==> config.mk <==
export PLATFORM = sky130hd
export DESIGN_NAME = ext_irq_detect
export DESIGN_NICKNAME = d
export VERILOG_FILES = /design/src/rtl/irq_det_pkg.sv /design/src/rtl/irq_mc_divider.sv /design/src/rtl/irq_pin_sync.sv /design/src/rtl/irq_sample_edge.sv /design/src/rtl/ext_irq_detect.sv
export SDC_FILE = /design/constraint.sdc
export NUM_CORES = 1
export LEC_CHECK = 0
export BUFFER_PORTS_ARGS = -buffer_cell sky130_fd_sc_hd__clkbuf_2
export CAP_MARGIN = 0
export CORE_MARGIN = 4
export CORE_UTILIZATION = 25
export CTS_BUF_LIST = sky130_fd_sc_hd__clkbuf_8
export DETAILED_ROUTE_END_ITERATION = 8
export GPL_ROUTABILITY_DRIVEN = 0
export SYNTH_ARGS = -nofsm -noshare
export SYNTH_HDL_FRONTEND = slang
export SYNTH_SLANG_ARGS = --single-unit
==> constraint.sdc <==
create_clock -name clk_i -period 3.03 [get_ports clk_i]
set_clock_uncertainty 0.1 [all_clocks]
set_input_delay 0.606 -clock clk_i [delete_from_list [all_inputs] [get_ports clk_i]]
set_output_delay 0.606 -clock clk_i [all_outputs]
set_load 0.1 [all_outputs]
==> src/rtl/irq_det_pkg.sv <==
package irq_det_pkg;

  typedef enum logic {
    TRIG_LEVEL = 1'b0,
    TRIG_FALL  = 1'b1
  } trig_mode_e;

  localparam int unsigned MC_DIV_DEFAULT    = 12;
  localparam int unsigned SYNC_LEN_DEFAULT  = 2;

endpackage

==> src/rtl/irq_mc_divider.sv <==
module irq_mc_divider #(
  parameter int unsigned DIV = 12
) (
  input  logic clk_i,
  input  logic rst_ni,
  output logic tick_o
);

  localparam int unsigned CW = (DIV > 1) ? $clog2(DIV) : 1;
  localparam logic [CW-1:0] LAST = CW'(DIV - 1);

  logic [CW-1:0] cnt_q, cnt_d;

  assign tick_o = (cnt_q == LAST);

  always_comb begin
    if (tick_o) cnt_d = '0;
    else        cnt_d = cnt_q + 1'b1;
  end

  always_ff @(posedge clk_i or negedge rst_ni) begin
    if (!rst_ni) cnt_q <= '0;
    else         cnt_q <= cnt_d;
  end

  // strobe never lasts two clocks, counter stays in range
  p_tick_single_r1: assert property (@(posedge clk_i) disable iff (!rst_ni)
    tick_o |=> !tick_o);
  p_cnt_range_r1: assert property (@(posedge clk_i) disable iff (!rst_ni)
    cnt_q <= LAST);

endmodule

==> src/rtl/irq_pin_sync.sv <==
module irq_pin_sync #(
  parameter int unsigned STAGES = 2
) (
  input  logic clk_i,
  input  logic rst_ni,
  input  logic async_i,
  output logic sync_o
);

  logic [STAGES-1:0] chain_q;
  logic [STAGES-1:0] chain_d;

  assign chain_d[0] = async_i;

  genvar g;
  generate
    for (g = 1; g < STAGES; g++) begin : g_stage
      assign chain_d[g] = chain_q[g-1];
    end
  endgenerate

  // idle level of the pin is high
  always_ff @(posedge clk_i or negedge rst_ni) begin
    if (!rst_ni) chain_q <= '1;
    else         chain_q <= chain_d;
  end

  assign sync_o = chain_q[STAGES-1];

endmodule

==> src/rtl/irq_sample_edge.sv <==
module irq_sample_edge (
  input  logic clk_i,
  input  logic rst_ni,
  input  logic tick_i,
  input  logic pin_i,
  output logic fall_o
);

  logic last_q, last_d;

  always_comb begin
    if (tick_i) last_d = pin_i;
    else        last_d = last_q;
  end

  always_ff @(posedge clk_i or negedge rst_ni) begin
    if (!rst_ni) last_q <= 1'b1;
    else         last_q <= last_d;
  end

  assign fall_o = tick_i & last_q & ~pin_i;

  // the stored sample only moves on a strobe
  p_sample_hold_r2: assert property (@(posedge clk_i) disable iff (!rst_ni)
    !tick_i |=> $stable(last_q));

endmodule

==> src/rtl/ext_irq_detect.sv <==
module ext_irq_detect
  import irq_det_pkg::*;
#(
  parameter int unsigned MC_DIV   = MC_DIV_DEFAULT,
  parameter int unsigned SYNC_LEN = SYNC_LEN_DEFAULT
) (
  input  logic clk_i,
  input  logic rst_ni,
  input  logic pin_i,
  input  logic edge_mode_i,
  input  logic vec_ack_i,
  input  logic sw_we_i,
  input  logic sw_wdata_i,
  output logic mc_tick_o,
  output logic req_o
);

  trig_mode_e mode;
  logic       tick;
  logic       pin_s;
  logic       fall;
  logic       flag_q, flag_d;

  assign mode = trig_mode_e'(edge_mode_i);

  irq_mc_divider #(.DIV(MC_DIV)) u_div (
    .clk_i  (clk_i),
    .rst_ni (rst_ni),
    .tick_o (tick)
  );

  irq_pin_sync #(.STAGES(SYNC_LEN)) u_sync (
    .clk_i   (clk_i),
    .rst_ni  (rst_ni),
    .async_i (pin_i),
    .sync_o  (pin_s)
  );

  irq_sample_edge u_smp (
    .clk_i  (clk_i),
    .rst_ni (rst_ni),
    .tick_i (tick),
    .pin_i  (pin_s),
    .fall_o (fall)
  );

  // flag next state: write > mode-specific update
  always_comb begin
    flag_d = flag_q;
    if (sw_we_i) begin
      flag_d = sw_wdata_i;
    end else if (mode == TRIG_LEVEL) begin
      if (tick) flag_d = ~pin_s;
    end else begin
      if (fall)           flag_d = 1'b1;
      else if (vec_ack_i) flag_d = 1'b0;
    end
  end

  always_ff @(posedge clk_i or negedge rst_ni) begin
    if (!rst_ni) flag_q <= 1'b0;
    else         flag_q <= flag_d;
  end

  assign req_o     = flag_q;
  assign mc_tick_o = tick;

  p_level_follow_r3: assert property (@(posedge clk_i) disable iff (!rst_ni)
    (tick && !edge_mode_i && !sw_we_i) |=> (req_o == !$past(pin_s)));

  p_level_ack_ignored_r4: assert property (@(posedge clk_i) disable iff (!rst_ni)
    (!edge_mode_i && vec_ack_i && !tick && !sw_we_i) |=> $stable(req_o));

  p_edge_hold_r5: assert property (@(posedge clk_i) disable iff (!rst_ni)
    (edge_mode_i && !fall && !vec_ack_i && !sw_we_i) |=> $stable(req_o));

  p_ack_clears_r6: assert property (@(posedge clk_i) disable iff (!rst_ni)
    (edge_mode_i && vec_ack_i && !fall && !sw_we_i) |=> !req_o);

  p_fall_wins_r7: assert property (@(posedge clk_i) disable iff (!rst_ni)
    (edge_mode_i && fall && !sw_we_i) |=> req_o);

  p_sw_write_r8: assert property (@(posedge clk_i) disable iff (!rst_ni)
    sw_we_i |=> (req_o == $past(sw_wdata_i)));

  p_no_tick_hold_r2: assert property (@(posedge clk_i) disable iff (!rst_ni)
    (!tick && !sw_we_i && !(edge_mode_i && vec_ack_i)) |=> $stable(req_o));

endmodule

==> flow_summary_export.csv <==
group,metric,value,unit
route,vias,208,
global_route,grt_start_max_net_pins,9,
clock_network,clkTransAtPathRegs,0.04,ns
final_layout,multi_input_area,128,um2
die,die_x,44.8,um
route,drtAntennaViolNets,0,
final_layout,fillers,130,
global_route,gr-total-overflow,0,
die,dieArea,2010,um2
die,ios,9,
clock_network,cts_sinks,8,
yosys,ys_warn_count,0,
route,vias_per_cell,3.92,
sta,fin_setup_tns,0,ns
sta,relSlewSlack,63.9,%
yosys,synth.distinct_cells,15,
hold_path,min_path_type,"in -> async",
global_route,grt_pass1_vias,220,
yosys,synthCells,26,
route,drtIter0Drc,2,
sta,setup_violations,0,
sta,hold_viol_final,0,
final_layout,antennaDiodeCount,0,
sta,fin_crit,2.21,ns
clock_network,h-tree-depth,1,
yosys,syn_area,339,um2
clock_network,cts_tree,"yes",
global_route,antenna_found_initial,0,
worst_setup_path,path_cells,"ha_1 > nand3b_4 > inv_1 > clkbuf_2",
final_layout,layout-drive-gt1-share,47.4,%
route,first_pass_iters,2,
die,core-area,1280,um2
sta,worstMarginPinSlew,0.544,ns
worst_setup_path,worst_setup_path_start_kind,"flip-flop",
run_status,outcome,"complete, no violations",
run,cap_viol_max_count,0,
clock_network,cts-buffers-inserted,3,
worst_setup_path,worstPathMaxFanout,4,
power_and_ir_drop,irDropWorstVdd,0.000394,V
clock_network,cts_resized,0,
yosys,yosysSeqAreaShare,60.1,%
worst_setup_path,critPathMaxStageDelay,0.45,ns
route,post_drt_wl_per_cell,9.51,um
route,drc,0,
yosys,ys_seq_elements,8,
yosys,syn-num-nets,34,
final_layout,nets,47,
worst_setup_path,critPathArrivalTime,1.51,ns
yosys,synth.avg_cell_area,13.0,um2
die,initial_core_util,26.4,%
clock_network,cts_setup_buffers,0,
clock_network,insertion_delay,0.22,ns
sta,fmax,0.452,GHz
global_route,grt_pass1_wl,876,um
worst_setup_path,critPathSlowestCell,"clkbuf_2",
route,drt-total-wl,504,um
sta,drv_slew,0,
power_and_ir_drop,p_leak,0.264,nW
global_route,track_usage,6.11,%
placed_design,io_buffers,8,
sta,rsz0062_at_grt,"false",
sta,period_share,73.0,%
worst_setup_path,cp.required,2.32,ns
final_layout,area_delta_synth_final,30.6,%
worst_setup_path,cp_top_family,"buffers and inverters",
final_layout,final-seq-area,204,um2
die,die_y,44.8,um
clock_network,root_buffer,"clkbuf_8",
worst_setup_path,crit_buf_inv,2,
clock_network,clockBufferDepth,2,
clock_network,hold_buffers,0,
die,rows,13,
power_and_ir_drop,powerDensity,590,nW/um2
worst_setup_path,path_class,"reg -> out",
power_and_ir_drop,power.total,0.261,mW
worst_setup_path,endpoint_kind,"output port",
-- state kept, by name, summed over array words and instances, names as in the netlist --
name            count
u_div.cnt_q         4
u_sync.chain_q      2
req_o               1
u_smp.last_q        1
-- worst reg2reg max path, stage by stage, from the launching register on --
cell and delay (ns):
dfrtp_1 0.36, ha_1 0.27, nand3b_4 0.12, or4_1 0.47, nand3_1 0.09
-- synthesized netlist by cell type, drive strengths merged --
| library cell | n | area share (%) |
|---|---|---|
| o2111ai | 1 | 2.6 |
| mux2 | 2 | 6.6 |
| nand2 | 3 | 3.3 |
| nand3 | 1 | 1.5 |
| and2b | 1 | 2.6 |
| inv | 2 | 2.2 |
| xnor2 | 1 | 2.6 |
| or4 | 1 | 2.2 |
| dfrtp | 5 | 37 |
| ha | 1 | 3.7 |
| nand3b | 1 | 5.9 |
| nor3b | 1 | 2.2 |
| a21o | 1 | 2.2 |
| dfstp | 3 | 23 |
| nor2 | 2 | 2.2 |
-- per-layer routing --
layer / track usage (%) / routed length [um]
met1: 8.40 / 261
met2: 8.02 / 214
met3: 2.39 / 28
met4: 3.51 / 0
met5: 0 / 0
-- logic make-up (layout without fill, tap and decap cells) --
group	Yosys count	in the layout	synth area share, %
multiplexers	2	2	6.64
buffers and inverters	2	14	2.21
AND/OR/NAND/NOR	10	10	19.9
flip-flops	8	8	60.1
XOR/XNOR	1	1	2.58
AO/OA/AOI/OAI	2	2	4.80
adder cells (fa/ha/maj)	1	1	3.69
-- power by group --
group | internal, mW | switching [mW]
registers | 0.112 | 0.00123
clock network | 0.0876 | 0.0407
logic | 0.00554 | 0.0140
total | 0.205 | 0.0560
-- through the flow --
step / util (%) / area (um2) / instances / hold slack (ns) / setup WS [ns]
2_1_floorplan: - / 339 / 26 / 0.210 / 1.04
5_1_grt: 34.5 / 443 / 53 / 0.120 / 0.745
6_report: 34.5 / 443 / 53 / 0.117 / 0.817
3_5_place_dp: 31.0 / 398 / 49 / 0.249 / 1.06
4_1_cts: 34.5 / 443 / 53 / 0.119 / 0.808
3_3_place_gp: 31.0 / 398 / 49 / 0.248 / 1.06
-- worst paths after layout --
check	cells past startpoint	to	slack (ns)	from
setup / recovery	4	mc_tick_o	0.82	u_div.cnt_q[0]
hold / removal	1	u_div.cnt_q[3]	0.12	rst_ni
setup reg to reg	4	req_o	1.56	u_div.cnt_q[0]
hold reg to reg	0	u_sync.chain_q[1]	0.25	u_sync.chain_q[0]
max in group asynchronous	1	u_sync.chain_q[1]	2.46	rst_ni
min in group clk_i	0	u_sync.chain_q[1]	0.25	u_sync.chain_q[0]
-- cells in the final DEF, fill, tap and decap left out, types with 2 or more instances in the layout --
master / count
clkbuf_8: 3
nand2_1: 3
dfrtp_1: 5
mux2_2: 2
dfstp_2: 3
clkbuf_2: 8
nor2_1: 2
inv_1: 3
-- area by class of cell --
cell class | count | area share, %
multi-input cells | 16 | 28.8
clock buffers | 3 | 9.32
well taps | 15 | 4.24
clock inverters | 1 | 0.847
repair buffers | 8 | 9.04
inverters | 2 | 1.69
flip-flops and latches | 8 | 46.0
Note: power is estimated with default switching activity, not from simulation.
